`src/rtl/i2cm_pkg.sv`:
```
package i2cm_pkg;

    // bit-level operations executed by the line engine
    typedef enum logic [1:0] {
        BOP_START,
        BOP_STOP,
        BOP_WR,
        BOP_RD
    } bop_e;

    // frame-level controller states
    typedef enum logic [2:0] {
        CS_IDLE,
        CS_START,
        CS_TX,
        CS_RX,
        CS_STOP
    } cst_e;

    // meaning of the byte currently being shifted out
    typedef enum logic [1:0] {
        BK_DEV,
        BK_IA,
        BK_DATA
    } bkind_e;

    localparam int BYTE_BITS = 8;
    localparam int DEV_BITS  = 7;

endpackage

```
`src/rtl/i2cm_qtick.sv`:
```
module i2cm_qtick #(
    parameter int QTR_CYCLES = 125,
    localparam int CNT_W = (QTR_CYCLES > 1) ? $clog2(QTR_CYCLES) : 1
) (
    input  logic clk,
    input  logic rst_n,
    input  logic en,
    output logic tick
);

    typedef struct packed {
        logic [CNT_W-1:0] cnt;
    } qt_t;

    qt_t q, n;

    always_comb begin
        n    = q;
        tick = 1'b0;
        if (!en) begin
            n.cnt = '0;
        end else if (q.cnt == CNT_W'(QTR_CYCLES - 1)) begin
            n.cnt = '0;
            tick  = 1'b1;
        end else begin
            n.cnt = q.cnt + CNT_W'(1);
        end
    end

    always_ff @(posedge clk or negedge rst_n) begin
        if (!rst_n) q <= '0;
        else        q <= n;
    end

endmodule

```
`src/rtl/i2cm_bitop.sv`:
```
module i2cm_bitop
    import i2cm_pkg::*;
(
    input  logic clk,
    input  logic rst_n,
    input  logic tick,
    input  logic op_valid,
    input  bop_e op_kind,
    input  logic op_bit,
    output logic op_ready,
    output logic op_fin,
    output logic rx_bit,
    output logic run,
    output logic scl_oe,
    output logic sda_oe,
    input  logic sda_in
);

    typedef struct packed {
        logic       run;
        logic [1:0] ph;
        bop_e       kind;
        logic       b;
        logic       scl_oe;
        logic       sda_oe;
        logic       rx;
    } bo_t;

    bo_t q, n;

    // line enables {scl_oe, sda_oe} for one quarter of one operation
    function automatic logic [1:0] lines(input bop_e k, input logic b, input logic [1:0] ph);
        logic [1:0] r;
        r = 2'b00;
        case (k)
            BOP_START: case (ph)
                2'd0: r = 2'b10;
                2'd1: r = 2'b00;
                2'd2: r = 2'b01;
                default: r = 2'b11;
            endcase
            BOP_STOP: case (ph)
                2'd0: r = 2'b11;
                2'd1: r = 2'b01;
                default: r = 2'b00;
            endcase
            BOP_WR: r = {(ph == 2'd0) || (ph == 2'd3), ~b};
            default: r = {(ph == 2'd0) || (ph == 2'd3), 1'b0};
        endcase
        return r;
    endfunction

    always_comb begin
        n      = q;
        op_fin = 1'b0;
        if (!q.run) begin
            if (op_valid) begin
                n.run               = 1'b1;
                n.ph                = 2'd0;
                n.kind              = op_kind;
                n.b                 = op_bit;
                {n.scl_oe, n.sda_oe} = lines(op_kind, op_bit, 2'd0);
            end
        end else if (tick) begin
            if (q.ph == 2'd2) n.rx = sda_in;
            if (q.ph == 2'd3) begin
                n.run  = 1'b0;
                op_fin = 1'b1;
            end else begin
                n.ph                 = q.ph + 2'd1;
                {n.scl_oe, n.sda_oe} = lines(q.kind, q.b, q.ph + 2'd1);
            end
        end
    end

    always_ff @(posedge clk or negedge rst_n) begin
        if (!rst_n) q <= '0;
        else        q <= n;
    end

    assign op_ready = !q.run;
    assign rx_bit   = q.rx;
    assign run      = q.run;
    assign scl_oe   = q.scl_oe;
    assign sda_oe   = q.sda_oe;

    // data and acknowledge bits keep SDA still across the SCL high phase
    p_sda_still_r8: assert property (@(posedge clk) disable iff (!rst_n)
        (q.run && $past(q.run) && (q.kind == BOP_WR || q.kind == BOP_RD)
         && !q.scl_oe && !$past(q.scl_oe)) |-> $stable(q.sda_oe));

    // the bus is sampled only while SCL is released
    p_sample_high_r7: assert property (@(posedge clk) disable iff (!rst_n)
        (q.run && tick && q.ph == 2'd2) |-> !q.scl_oe);

endmodule

```
`src/rtl/i2cm_ctrl.sv`:
```
module i2cm_ctrl
    import i2cm_pkg::*;
#(
    parameter int IA_BYTES = 3,
    localparam int IA_W  = 8 * IA_BYTES,
    localparam int LEN_W = $clog2(IA_BYTES + 1)
) (
    input  logic                clk,
    input  logic                rst_n,
    input  logic                cmd_start,
    input  logic [DEV_BITS-1:0] cmd_dev,
    input  logic [IA_W-1:0]     cmd_ia,
    input  logic [LEN_W-1:0]    cmd_ia_len,
    input  logic                cmd_rd,
    input  logic [7:0]          cmd_wdata,
    output logic                op_valid,
    output bop_e                op_kind,
    output logic                op_bit,
    input  logic                op_ready,
    input  logic                op_fin,
    input  logic                rx_bit,
    output logic [7:0]          rsp_rdata,
    output logic                rsp_done,
    output logic                rsp_nack,
    output logic                busy
);

    typedef struct packed {
        cst_e                st;
        bkind_e              bk;
        logic [3:0]          bitn;
        logic [7:0]          sh;
        logic [LEN_W-1:0]    left;
        logic [IA_W-1:0]     ia;
        logic [DEV_BITS-1:0] dev;
        logic                rd;
        logic [7:0]          wdata;
        logic                rdphase;
        logic                err;
        logic                pend;
        logic [7:0]          rdata;
        logic                done;
        logic                nack;
    } ct_t;

    ct_t q, n;

    // location byte sent while 'left' bytes remain (most significant first)
    function automatic logic [7:0] ia_pick(input logic [IA_W-1:0] v, input logic [LEN_W-1:0] left);
        logic [7:0] b;
        b = '0;
        for (int k = 0; k < IA_BYTES; k++) begin
            if (left == LEN_W'(k + 1)) b = v[8*k +: 8];
        end
        return b;
    endfunction

    always_comb begin
        n        = q;
        n.done   = 1'b0;
        op_valid = 1'b0;
        op_kind  = BOP_START;
        op_bit   = 1'b1;
        case (q.st)
            CS_IDLE: begin
                if (cmd_start) begin
                    n.st    = CS_START;
                    n.dev   = cmd_dev;
                    n.ia    = cmd_ia;
                    n.rd    = cmd_rd;
                    n.wdata = cmd_wdata;
                    n.left  = (cmd_ia_len > LEN_W'(IA_BYTES)) ? LEN_W'(IA_BYTES) : cmd_ia_len;
                    n.err   = 1'b0;
                    n.nack  = 1'b0;
                    n.pend  = 1'b0;
                end
            end
            CS_START: begin
                op_valid = !q.pend;
                op_kind  = BOP_START;
                if (op_fin) begin
                    n.rdphase = q.rd && (q.left == '0);
                    n.sh      = {q.dev, q.rd && (q.left == '0)};
                    n.bk      = BK_DEV;
                    n.bitn    = '0;
                    n.st      = CS_TX;
                end
            end
            CS_TX: begin
                op_valid = !q.pend;
                op_kind  = (q.bitn == 4'd8) ? BOP_RD : BOP_WR;
                op_bit   = q.sh[7];
                if (op_fin) begin
                    if (q.bitn != 4'd8) begin
                        n.sh   = {q.sh[6:0], 1'b0};
                        n.bitn = q.bitn + 4'd1;
                    end else begin
                        n.bitn = '0;
                        if (rx_bit) begin
                            n.err = 1'b1;
                            n.st  = CS_STOP;
                        end else if (q.bk == BK_DATA) begin
                            n.st = CS_STOP;
                        end else if (q.rdphase) begin
                            n.st = CS_RX;
                        end else if (q.left != '0) begin
                            n.sh   = ia_pick(q.ia, q.left);
                            n.left = q.left - LEN_W'(1);
                            n.bk   = BK_IA;
                        end else if (q.rd) begin
                            n.st = CS_START;
                        end else begin
                            n.sh = q.wdata;
                            n.bk = BK_DATA;
                        end
                    end
                end
            end
            CS_RX: begin
                op_valid = !q.pend;
                op_kind  = (q.bitn == 4'd8) ? BOP_WR : BOP_RD;
                op_bit   = 1'b1;
                if (op_fin) begin
                    if (q.bitn != 4'd8) begin
                        n.sh   = {q.sh[6:0], rx_bit};
                        n.bitn = q.bitn + 4'd1;
                    end else begin
                        n.rdata = q.sh;
                        n.st    = CS_STOP;
                    end
                end
            end
            CS_STOP: begin
                op_valid = !q.pend;
                op_kind  = BOP_STOP;
                if (op_fin) begin
                    n.st   = CS_IDLE;
                    n.done = 1'b1;
                    n.nack = q.err;
                end
            end
            default: n.st = CS_IDLE;
        endcase
        if (op_valid && op_ready) n.pend = 1'b1;
        if (op_fin)               n.pend = 1'b0;
    end

    always_ff @(posedge clk or negedge rst_n) begin
        if (!rst_n) q <= '0;
        else        q <= n;
    end

    assign rsp_rdata = q.rdata;
    assign rsp_done  = q.done;
    assign rsp_nack  = q.nack;
    assign busy      = (q.st != CS_IDLE);

    p_done_pulse_r10: assert property (@(posedge clk) disable iff (!rst_n)
        rsp_done |=> !rsp_done);

    p_nack_with_done_r7: assert property (@(posedge clk) disable iff (!rst_n)
        $rose(rsp_nack) |-> rsp_done);

    p_cmd_frozen_r11: assert property (@(posedge clk) disable iff (!rst_n)
        (busy && cmd_start) |=> ($stable(q.dev) && $stable(q.ia) && $stable(q.rd) && $stable(q.wdata)));

    p_stop_after_nack_r7: assert property (@(posedge clk) disable iff (!rst_n)
        (q.err && q.st != CS_IDLE) |-> q.st == CS_STOP);

    p_fin_pending_r10: assert property (@(posedge clk) disable iff (!rst_n)
        op_fin |-> q.pend);

endmodule

```
`src/rtl/i2c_ia_master.sv`:
```
module i2c_ia_master
    import i2cm_pkg::*;
#(
    parameter int QTR_CYCLES = 125,
    parameter int IA_BYTES   = 3,
    localparam int IA_W  = 8 * IA_BYTES,
    localparam int LEN_W = $clog2(IA_BYTES + 1)
) (
    input  logic             clk,
    input  logic             rst_n,
    input  logic             cmd_start,
    input  logic [6:0]       cmd_dev,
    input  logic [IA_W-1:0]  cmd_ia,
    input  logic [LEN_W-1:0] cmd_ia_len,
    input  logic             cmd_rd,
    input  logic [7:0]       cmd_wdata,
    output logic [7:0]       rsp_rdata,
    output logic             rsp_done,
    output logic             rsp_nack,
    output logic             busy,
    output logic             scl_oe,
    output logic             sda_oe,
    input  logic             sda_in
);

    logic tick;
    logic op_valid;
    bop_e op_kind;
    logic op_bit;
    logic op_ready;
    logic op_fin;
    logic rx_bit;
    logic eng_run;

    i2cm_qtick #(.QTR_CYCLES(QTR_CYCLES)) u_qtick (
        .clk   (clk),
        .rst_n (rst_n),
        .en    (eng_run),
        .tick  (tick)
    );

    i2cm_bitop u_bitop (
        .clk      (clk),
        .rst_n    (rst_n),
        .tick     (tick),
        .op_valid (op_valid),
        .op_kind  (op_kind),
        .op_bit   (op_bit),
        .op_ready (op_ready),
        .op_fin   (op_fin),
        .rx_bit   (rx_bit),
        .run      (eng_run),
        .scl_oe   (scl_oe),
        .sda_oe   (sda_oe),
        .sda_in   (sda_in)
    );

    i2cm_ctrl #(.IA_BYTES(IA_BYTES)) u_ctrl (
        .clk        (clk),
        .rst_n      (rst_n),
        .cmd_start  (cmd_start),
        .cmd_dev    (cmd_dev),
        .cmd_ia     (cmd_ia),
        .cmd_ia_len (cmd_ia_len),
        .cmd_rd     (cmd_rd),
        .cmd_wdata  (cmd_wdata),
        .op_valid   (op_valid),
        .op_kind    (op_kind),
        .op_bit     (op_bit),
        .op_ready   (op_ready),
        .op_fin     (op_fin),
        .rx_bit     (rx_bit),
        .rsp_rdata  (rsp_rdata),
        .rsp_done   (rsp_done),
        .rsp_nack   (rsp_nack),
        .busy       (busy)
    );

endmodule

```
`config.mk`:
```
export PLATFORM = sky130hd
export DESIGN_NAME = i2c_ia_master
export DESIGN_NICKNAME = d
export VERILOG_FILES = /design/src/rtl/i2cm_pkg.sv /design/src/rtl/i2cm_qtick.sv /design/src/rtl/i2cm_bitop.sv /design/src/rtl/i2cm_ctrl.sv /design/src/rtl/i2c_ia_master.sv
export SDC_FILE = /design/constraint.sdc
export NUM_CORES = 1
export LEC_CHECK = 0
export BUFFER_PORTS_ARGS = -buffer_cell sky130_fd_sc_hd__buf_4
export CAP_MARGIN = 20
export CORE_MARGIN = 3
export CORE_UTILIZATION = 55
export CTS_CLUSTER_DIAMETER = 50
export DETAILED_ROUTE_END_ITERATION = 10
export GPL_TIMING_DRIVEN = 0
export PLACE_DENSITY = 0.85
export SETUP_SLACK_MARGIN = 0.2
export SLEW_MARGIN = 0
export SYNTH_ARGS = -nofsm -noshare
export SYNTH_HDL_FRONTEND = slang
export SYNTH_SLANG_ARGS = --single-unit
```
`constraint.sdc`:
```
create_clock -name clk -period 3.15 [get_ports clk]
set_input_delay 0.4725 -clock clk [delete_from_list [all_inputs] [get_ports clk]]
set_output_delay 0.4725 -clock clk [all_outputs]
set_load 0.02 [all_outputs]
```
Yosys cells after proc, flatten, opt, wreduce, memory -nomap -nowiden

Cells that the tools add are included.

Eq/ne operators: 42
Bitwise gates (word level): 4
Div/mod/pow operators: 0
Reductions and logical operators: 33
$mul: 0
Shift-type cells: 0
Multiplexer cells: 73
$add $sub $neg: 4
Magnitude comparators: 1

Operators with widths:

| operator             | number |
|---|---|
| $mux W8              | 6 |
| $mux W42             | 1 |
| $mux W12             | 3 |
| $mux W3              | 12 |
| $pmux W12 S3         | 1 |
| $mux W10             | 3 |
| $mux W2              | 13 |
| $ne A2 B2 Y1 const B | 13 |
| $mux W1              | 19 |
| $mux W19             | 1 |
| $eq A2 B2 Y1 const B | 9 |
| $pmux W2 S3          | 3 |
| $reduce_and A9 Y1    | 2 |
| $mux W17             | 1 |
| $reduce_and A8 Y1    | 2 |
| $pmux W3 S5          | 1 |
| $mux W7              | 2 |
| $pmux W2 S2          | 3 |
| $reduce_and A3 Y1    | 4 |
| $reduce_bool A3 Y1   | 4 |
| $reduce_and A5 Y1    | 2 |
| $reduce_bool A2 Y1   | 5 |
| $eq A2 B1 Y1 const B | 4 |
| $ne A4 B4 Y1 const B | 2 |
| 25 further kinds     | 41 |

Bits in read-only memories: 0
Latch bits: 0
Bits in registers: 88
Memories: 0
Memory bits (writable): 0
Word-level logic and storage cells: 180

Longest topological paths before layout

Gate-level depths: netlist of the first run.

Depth in word-level cells: 11
Depth in mapped cells: 11
Depth with buffers taken out: 10

Hierarchy

From an unflattened synthesis of the first run, not the netlist that was laid out.

Cell total of the unflattened synthesis: 493
Area, all modules: 4,481.8 um^2

By module, submodules not included:

| module     | cells each | times used | area an instance (um^2) | seq. area each (um^2) |
|---|---|---|---|---|
| i2cm_ctrl  | 405        | 1          | 3,603.5                 | 1,801.7 |
| i2cm_bitop | 52         | 1          | 529.3                   | 225.2 |
| i2cm_qtick | 36         | 1          | 349.1                   | 175.2 |

Least setup slack after synthesis of the first run

OpenSTA, ideal clock, no wires.

Path type: register to register
From: reg u_ctrl.q[63] in the netlist's numbering
To: reg u_ctrl.q[66] in the netlist's numbering
Path slack: 1.080 ns
Path buffers: 1
Arrival time: 1.975 ns
Data required time: 3.055 ns
Stages on the path, launching flop included: 9
Clock period less this slack: 2.070 ns
Setup time: 0.095 ns
Cell sequence: dfrtp_1 > inv_1 > ha_1 > and3b_1 > buf_6 > and3_4 > or3_4 > or3_4 > o31ai_1

Longest elaborated chain between the ends: 4
Elaborated cells between the ends (all ways): 9

Ends and longest elaborated chain:

| item                                                 | line                              | RTL |
|---|---|---|
| from (decl)                                          | i2cm_ctrl.sv:46                   | `ct_t q, n;` |
| from (signal assigned)                               | i2cm_ctrl.sv:150                  | `else q <= n;` |
| $add A4 B1 Y4 / $ne A4 B4 Y1 (equally long branches) | n/a                               |  |
| $mux W12 (on tied branches)                          | i2cm_ctrl.sv:124, i2cm_ctrl.sv:94 |  |
| $mux W12 / $mux W19 (equally long branches)          | i2cm_ctrl.sv:123, i2cm_ctrl.sv:93 |  |
| $pmux W12 S3                                         | i2cm_ctrl.sv:64                   | `case (q.st)` |

Parallel ways exist; a longest one is shown, timed or not. The select of a mux whose other input is x is not followed.
A chain may end at the register's enable or synchronous reset.

Worst setup path in the final report of the first run

From: reg u_ctrl.q[53] in the netlist's numbering
To: reg u_ctrl.q[55] in the netlist's numbering

Longest elaborated chain between the ends: 11
Elaborated cells between the ends (all ways): 19

Ends and longest elaborated chain:

| item                 | line             | RTL |
|---|---|---|
| $eq A2 B1 Y1         | i2cm_ctrl.sv:53  | `if (left == LEN_W'(k + 1)) b = v[8*k +: 8];` |
| $mux W8 (3 in a row) | i2cm_ctrl.sv:53  |  |
| $mux W8              | i2cm_ctrl.sv:106 | `end else if (q.left != '0) begin` |
| $mux W10             | i2cm_ctrl.sv:104 | `end else if (q.rdphase) begin` |
| $mux W10             | i2cm_ctrl.sv:102 | `end else if (q.bk == BK_DATA) begin` |
| $mux W10             | i2cm_ctrl.sv:99  | `if (rx_bit) begin` |
| $mux W12             | i2cm_ctrl.sv:94  | `if (q.bitn != 4'd8) begin` |
| $mux W19             | i2cm_ctrl.sv:93  | `if (op_fin) begin` |
| $pmux W12 S3         | i2cm_ctrl.sv:64  |  |

Parallel ways exist; a longest one is shown, timed or not. The select of a mux whose other input is x is not followed.

==> results of run 1 <==
[cells by family (layout without fill, tap and decap cells)]
family / Yosys count / after routing / synth area share, %
simple gates: 218 / 218 / 22.6
compound gates: 93 / 93 / 13.5
flops: 88 / 88 / 51.1
buf+inv: 43 / 119 / 4.65
fa+ha+maj: 12 / 12 / 3.49
mux: 12 / 12 / 3.11
xor+xnor: 7 / 7 / 1.42
[report_power, final]
| group | switching, mW | internal (mW) |
|---|---|---|
| clock network | 0.431 | 0.455 |
| logic | 0.0329 | 0.0420 |
| registers | 0.00130 | 1.13 |
[flip-flops by register name, summed over array words and instances, names as in the netlist]
register and flops:
u_bitop.q 5, u_bitop.run 1, u_bitop.rx_bit 1, u_bitop.scl_oe 1
u_bitop.sda_oe 1, u_ctrl.q 62, u_ctrl.rsp_done 1, u_ctrl.rsp_nack 1
u_ctrl.rsp_rdata 8, u_qtick.q 7
[synthesized netlist by cell type (2+ instances only)]
| cell type | n | area [µm²] |
|---|---|---|
| or3_4 | 2 | 22.5 |
| o21ai_0 | 40 | 200 |
| ha_1 | 12 | 150 |
| and3_1 | 3 | 18.8 |
| and2_1 | 3 | 18.8 |
| nand2b_1 | 6 | 37.5 |
| a31oi_1 | 5 | 31.3 |
| mux2_2 | 11 | 124 |
| or2_2 | 2 | 12.5 |
| nor2b_1 | 5 | 31.3 |
| o31ai_1 | 4 | 30.0 |
| clkbuf_1 | 21 | 78.8 |
| nand3b_1 | 2 | 15.0 |
| a21oi_1 | 17 | 85.1 |
| o221ai_1 | 7 | 61.3 |
| a21boi_0 | 2 | 15.0 |
| inv_1 | 11 | 41.3 |
| nand2_1 | 151 | 567 |
| nor2_1 | 17 | 63.8 |
| dfrtp_1 | 88 | 2200 |
| nand3_1 | 10 | 50.1 |
| nor3_1 | 7 | 35.0 |
| a221oi_1 | 7 | 61.3 |
| buf_4 | 8 | 60.1 |
| a21o_1 | 2 | 15.0 |
| a22o_1 | 2 | 17.5 |
| xor2_1 | 6 | 52.6 |
[layer usage]
layer  vias up  part of all wire (%)
met5         -                     0
met4         0                   2.4
met3        23                   5.3
met2       125                    50
met1      1725                    42
li1       1736                     -
[repair_timing]
item	4_1_cts	5_1_grt
hold buffers	0	1
hold endpoints to repair	0	13
buffers inserted	0	0
[tightest hold or removal path, cell delays in order]
cell     delay [ns]
buf_4          0.07
nand2_1        0.04
nand2_1        0.04
[layout by cell type, fill, tap and decap left out, types with 3 or more instances in the layout]
master,synthesis,routed
nand2_1,151,151
dfrtp_1,88,88
buf_4,8,66
o21ai_0,40,40
clkbuf_1,21,21
nor2_1,17,17
a21oi_1,17,17
ha_1,12,12
inv_1,11,11
mux2_2,11,11
nand3_1,10,10
clkbuf_8,0,9
nor3_1,7,7
a221oi_1,7,7
o221ai_1,7,7
xor2_1,6,6
nand2b_1,6,6
nor2b_1,5,5
a31oi_1,5,5
o31ai_1,4,4
and3_1,3,3
and2_1,3,3
inv_6,0,3
[stage by stage]
step	setup WS, ns	hold slack, ns	instance area, µm²	instances	power, mW
2_1_floorplan	1.08	0.177	4310	473	1.16
3_3_place_gp	0.841	0.453	4860	630	1.22
3_5_place_dp	0.797	0.463	4860	630	1.22
4_1_cts	0.782	0.294	5090	646	2.09
5_1_grt	0.550	0.292	5130	648	2.16
6_report	0.770	0.293	5130	648	2.09
[layout make-up]
cell class	count	share of cell area [%]
tap	99	2.42
inverter	12	0.879
multi-input combinational	342	37.1
timing repair buffer	60	9.23
sequential	88	43.0
clock inverter	7	1.95
clock buffer	9	2.42
buffer	31	3.03
[how the worst min path moves through the flow]
| stage | depth (start not counted) | slack [ns] | from | to |
|---|---|---|---|---|
| 2_1_floorplan | 0 | 0.18 | rst_n | u_bitop.q[3] |
| 4_1_cts | 3 | 0.29 | cmd_dev[0] | u_ctrl.q[22] |
| 3_5_place_dp | 2 | 0.46 | u_ctrl.q[23] | u_ctrl.q[23] |
| 6_report | 3 | 0.29 | cmd_ia[20] | u_ctrl.q[49] |
| 3_3_place_gp | 2 | 0.45 | u_ctrl.q[25] | u_ctrl.q[25] |
| 5_1_grt | 3 | 0.29 | cmd_ia[6] | u_ctrl.q[35] |
==> results by group, run 1 <==
Layout
  – Fin util: between 60% and 70%
  – Area Growth Syn to Fin: 19.1%
  – Layout cell share with drive strength beyond 1: 19.3%
  – Nets@finish: between 600 and 700
  – Antenna Cells: 0
  – Area of the multi-input gates: about 1900 µm²
  – Fillcell total: 566
  – Register area: roughly 2200 µm²

Status
  – Status: finished clean

Clock network
  – Sink Count: 88
  – CTS tree: done
  – CTS Buf Count: 9
  – Clock Tree Buf Depth: 2
  – Cts repair resizes: 0
  – H-tree depth: 3
  – Root Buffer: clkbuf_8
  – Clk slew on worst S/H paths: 0.10 ns
  – Clock latency on the worst-skew pair: 0.36 ns

Placed design
  – HPWL Detailed: a little over 7 mm
  – Placer Congestion: 0.855
  – IO buf count: 58

Yosys
  – Sequential share of the synthesized area: 51.1%
  – Cells after synthesis: about 470
  – Syn avg cell area: around 9.1 µm²
  – Synth cell types: just under 50
  – Synth Register Bits: 88
  – Mapped Nets: about 530
  – Synth Flop Type: dfrtp_1
  – Post-synth design cell area: 4310 µm²
  – Yosys warnings: 0
  – Ys async rst share: 100%
  – EDFF count, synth: 0

Global route
  – Met2 Track Usage GR: 40.7%
  – Antenna violations before repair: 0
  – Met3 global-route usage: 3.59%
  – M1 GR Usage: 31.5%
  – Total grt overflow: 0
  – First-pass GRT wire length: ~17 mm
  – Vias in the first global route: 3631
  – Global routing's busiest layer: met2
  – Largest net degree at the start of global routing: slightly below 90
  – GRT Util Overall: between 20% and 30%

STA
  – Slew HR: around 55%
  – Fmax: around 420 MHz
  – Hold Vio Cnt, Final: 0
  – Setup-failing EPs final: 0
  – Fin crit period: ~2.4 ns
  – Setup_tns: 0 ns
  – RSZ-0062 raised after global routing: false
  – Slew Viols, Final: 0
  – Worst slew pin tran: 0.672 ns
  – Period utilization: roughly 76%
  – Clock Skew: roughly 0.014 ns

Critical path
  – Critical path cell sequence: inv_1 -> ha_1 -> a21oi_1 -> nand3b_1 -> a2111o_1 -> clkbuf_1 -> nand2_1 -> o21ai_0
  – Buf/Inv on CP: 2
  – CP max stage cell: a2111o_1
  – CP Data Arrival Time: 2.61 ns
  – Critical Path Max Stage Delay: about 0.55 ns
  – CP delay by family, top: compound AO/OA/AOI/OAI gates
  – Worst path required time: ~3.4 ns
  – CP Launch Type: flop
  – Reg-to-reg startpoint: u_ctrl.q[53]
  – Crit path launch: u_ctrl.q[53]
  – R2R depth: 8
  – Worst Setup Path Type: reg -> reg
  – Crit Path Max Fanout: 10
  – R2R Setup Slk: between 0.7 and 0.8 ns
  – Worst R2R End: u_ctrl.q[55]
  – Crit path to: u_ctrl.q[55]
  – Worst path depth: 8
  – Crit path capture type: flop

Floorplan
  – Width of the die: 94.5 µm
  – Initial Util: between 50% and 60%
  – Die Y: 94.5 µm
  – FP Rows: 31
  – Top Ports: between 50 and 60
  – Die area: around 9000 µm²
  – Area of the core: around 7400 µm²

Route
  – Drt total wl: around 10 mm
  – Initial DRT Pass Iterations: 5
  – 1st-iter DRT viols: just under 200
  – Routed Antenna Nets: 0
  – Routed via count: 3609
  – DRC viols: 0
  – Wire per inst: 15.1 µm
  – Via/cell ratio: ~5.6

Pwr
  – Cell leakage power: 2.56 nW
  – Peak supply drop: roughly 0.00028 V
  – PD cells: around 410 nW/µm²

Min path
  – Worst hold path type: in -> reg

Run
  – Max_cap viols: 0
Note: power is estimated with default switching activity, not from simulation.
==> inputs of run 2 (changes only) <==
- ABC_AREA: unset -> 1
- PLACE_DENSITY: 0.85 -> 0.84
- clock period: 3.15 -> 2.2 ns (I/O delays scaled with it)
==> run 2 against run 1 <==
- sequential share of layout area decreased by 2.8 points
- non-clock buffer count unchanged
- critical path depth up 5
- clock power is 21% higher
- combinational power increased by 97%
- cell area increased by 7.1%
- worst setup slack got worse by 0.47 ns
- fmax is 25% higher
- clock-buffer cell count increased by 1
- sequential power rose by 49%
- critical path type unchanged
- critical endpoint is now u_bitop.sda_oe
==> results by group, run 2 <==
Min path
  – Worst hold path type: in -> reg (unchanged)
  – Min-delay src: cmd_ia[13] (was cmd_ia[20])

Pwr
  – Net switching power: 0.711 mW (was 0.465 mW)
  – Cell leakage power: 2.99 nW (was 2.56 nW)
  – Cell Int Power: 2.19 mW (was 1.63 mW)
  – Total power: 2.90 mW (was 2.09 mW)
  – Reg power frac: 57.9% (was 54.0%)
  – Clock power frac: 37.0% (was 42.4%)
  – Net Sw Frac: 24.5% (was 22.2%)
  – Peak supply drop: 0.000271 V (was 0.000278 V)
  – PD cells: 528 nW/µm² (was 408 nW/µm²)
  – Gate power share: 5.1% (was 3.6%)

Critical path
  – Crit Path Max Fanout: 3 (was 10)
  – Crit path capture type: flop (unchanged)
  – Worst path required time: 2.50 ns (was 3.38 ns)
  – Crit path launch: u_ctrl.q[63] (was u_ctrl.q[53])
  – Worst Setup Path Type: reg -> reg (unchanged)
  – Reg-to-reg startpoint: u_ctrl.q[63] (was u_ctrl.q[53])
  – CP Data Arrival Time: 2.20 ns (was 2.61 ns)
  – CP Launch Type: flop (unchanged)

Floorplan
  – Area of the core: 7930 µm² (was 7410 µm²)
  – Die Y: 97.6 µm (was 94.5 µm)
  – FP Rows: 32 (was 31)
  – Top Ports: 59 (unchanged)
  – Width of the die: 97.6 µm (was 94.5 µm)
  – Die area: 9530 µm² (was 8930 µm²)
  – Initial Util: 58.2% (was 58.1%)

STA
  – Setup-failing EPs final: 0 (unchanged)
  – Slew Viols, Final: 0 (unchanged)
  – Setup_tns: 0 ns (unchanged)
  – RSZ-0062 raised after global routing: false (unchanged)
  – Clock Skew: 0.0130 ns (was 0.0140 ns)
  – Worst slew pin tran: 0.557 ns (was 0.672 ns)
  – Fin crit period: 1.90 ns (was 2.38 ns)
  – Fmax: 525 MHz (was 420 MHz)
  – Slew HR: 62.7% (was 54.9%)
  – Hold Vio Cnt, Final: 0 (unchanged)
  – Period utilization: 86.5% (was 75.6%)
  – Hold_ws: 0.155 ns (was 0.293 ns)

Layout
  – Area of the multi-input gates: 2110 µm² (was 1900 µm²)
  – Layout cell share with drive strength beyond 1: 17.8% (was 19.3%)
  – Max reg flops: 62 (unchanged)
  – Most frequent cells in the layout: nand2_1, dfrtp_1, buf_4, nor2_1, inv_1 (was nand2_1, dfrtp_1, buf_4, o21ai_0, clkbuf_1)
  – Finished Cell Area: 5490 µm² (was 5130 µm²)
  – Reg with most FFs: u_ctrl.q (unchanged)
  – Area Growth Syn to Fin: 18.9% (was 19.1%)
  – Nets@finish: 751 (was 602)
  – Antenna Cells: 0 (unchanged)
  – Most common cell after layout, fill and taps aside: nand2_1 (unchanged)
  – Layout Cells excl Fill: 800 (was 648)
  – Register area: 2200 µm² (about the same)
  – Fillcell total: 648 (was 566)

Run
  – Max_cap viols: 0 (unchanged)

Yosys
  – Leading area contributor after synthesis: dfrtp_1 (unchanged)
  – Cells after synthesis: 616 (was 473)
  – Top-area cell type share of the netlist area: 47.7% (was 51.1%)
  – EDFF count, synth: 0 (unchanged)
  – Syn avg cell area: 7.50 µm² (was 9.10 µm²)
  – Synth top area cells: dfrtp_1, nand2_1, nand3_1, nor2_1, inv_1 (was dfrtp_1, nand2_1, o21ai_0, ha_1, mux2_2)
  – Count leader, synth: nand2_1 (unchanged)
  – Synth Flop Type: dfrtp_1 (unchanged)
  – Synth Register Bits: 88 (unchanged)
  – Synth top cells by count: nand2_1, dfrtp_1, nor2_1 (was nand2_1, dfrtp_1, o21ai_0)
  – Mapped Nets: 674 (was 531)
  – Ys async rst share: 100% (unchanged)
  – Synth cell types: 29 (was 49)
  – Sequential share of the synthesized area: 47.7% (was 51.1%)
  – Yosys warnings: 0 (unchanged)
  – Post-synth design cell area: 4620 µm² (was 4310 µm²)

Route
  – 1st-iter DRT viols: 206 (was 198)
  – Initial DRT Pass Iterations: 4 (was 5)
  – Wire per inst: 12.8 µm (was 15.1 µm)
  – DRC viols: 0 (unchanged)
  – Drt total wl: 10.2 mm (was 9.80 mm)
  – Routed Antenna Nets: 0 (unchanged)
  – Via/cell ratio: 5.15 (was 5.57)
  – Routed via count: 4117 (was 3609)

Global route
  – Total grt overflow: 0 (unchanged)
  – Antenna violations before repair: 0 (unchanged)
  – GRT Util Overall: 21.8% (was 24.2%)
  – Largest net degree at the start of global routing: 89 (unchanged)
  – First-pass GRT wire length: 17.1 mm (was 17.0 mm)
  – Vias in the first global route: 3846 (was 3631)

Clock network
  – CTS tree: done (unchanged)
  – CTS Buf Count: 9 (unchanged)
  – Clk slew on worst S/H paths: 0.10 ns (about the same)
  – Clock latency on the worst-skew pair: 0.37 ns (was 0.36 ns)
  – Sink Count: 88 (unchanged)
  – Clock Tree Buf Depth: 2 (unchanged)
  – H-tree depth: 3 (unchanged)
  – Root Buffer: clkbuf_8 (unchanged)

Placed design
  – Placer Congestion: 0.853 (was 0.855)
  – Inst Count DP: 776 (was 630)
  – DP Area: 5180 µm² (was 4860 µm²)
  – IO buf count: 58 (unchanged)
  – HPWL Detailed: 7.58 mm (was 7.07 mm)

Status
  – Status: finished clean (unchanged)
[run 2: per-stage QoR]
step           setup WS (ns)  utilization (%)
2_1_floorplan          0.359                -
3_3_place_gp         -0.0400             65.3
3_5_place_dp         -0.0481             65.3
4_1_cts                0.232             68.0
5_1_grt                0.150             69.3
6_report               0.296             69.3
[run 2: power groups by stage]
stage          logic [mW]  registers, mW  clock network (mW)
2_1_floorplan      0.0408           1.70                   0
3_3_place_gp        0.137           1.71                   0
3_5_place_dp        0.143           1.71                   0
4_1_cts             0.143           1.68                1.08
5_1_grt             0.170           1.68                1.15
6_report            0.148           1.68                1.07
[run 2: final timing paths]
kind / to / slack, ns / cells after the start
hold / removal: u_ctrl.q[42] / 0.16 / 3
setup / recovery: u_bitop.sda_oe / 0.30 / 13
max in group asynchronous: u_ctrl.q[44] / 1.16 / 3
setup reg to reg: u_bitop.sda_oe / 0.30 / 13
min in group asynchronous: u_bitop.q[6] / 0.44 / 2
hold reg to reg: u_ctrl.q[11] / 0.48 / 2
[run 2: per-layer routing]
metal | share of wire [%] | global-route usage, %
met2 | 49 | 37.5
met5 | 0 | 0
met3 | 4.0 | 4.38
met4 | 1.2 | 4.47
met1 | 46 | 28.6
[run 2: critical path, stage by stage (launching register included)]
cell and delay, ns:
dfrtp_1 0.40, inv_1 0.10, ha_2 0.20, nand2_1 0.09
nor2_4 0.13, nand2_2 0.08, nand3_2 0.09, inv_1 0.05
ha_1 0.29, inv_1 0.06, nand4_1 0.11, nor2_1 0.13
nor2_1 0.06, nor2_1 0.07
[run 2: cells by family after synthesis]
kind of cell / share of synthesized area, %
AO/OA/AOI/OAI: 6.18
XOR/XNOR: 0.949
adder cells (fa/ha/maj): 3.25
buffers and inverters: 7.21
flip-flops: 47.7
AND/OR/NAND/NOR: 34.7
[run 2: timing repair]
action                                  4_1_cts  5_1_grt
setup buffers                                 1        5
endpoints found under the setup margin        1       17
gates resized for setup                       4        9
hold endpoints to repair                      0       29
hold buffers                                  0        1
pin swaps                                     0        2
[run 2: final cells by class]
class	instances	area share, %
Buffer	25	2.89
Clock buffer	10	2.51
Clock inverter	6	0.980
Inverter	47	3.21
Multi-Input combinational cell	456	38.5
Sequential cell	88	40.1
Tap cell	102	2.32
Timing Repair Buffer	66	9.43
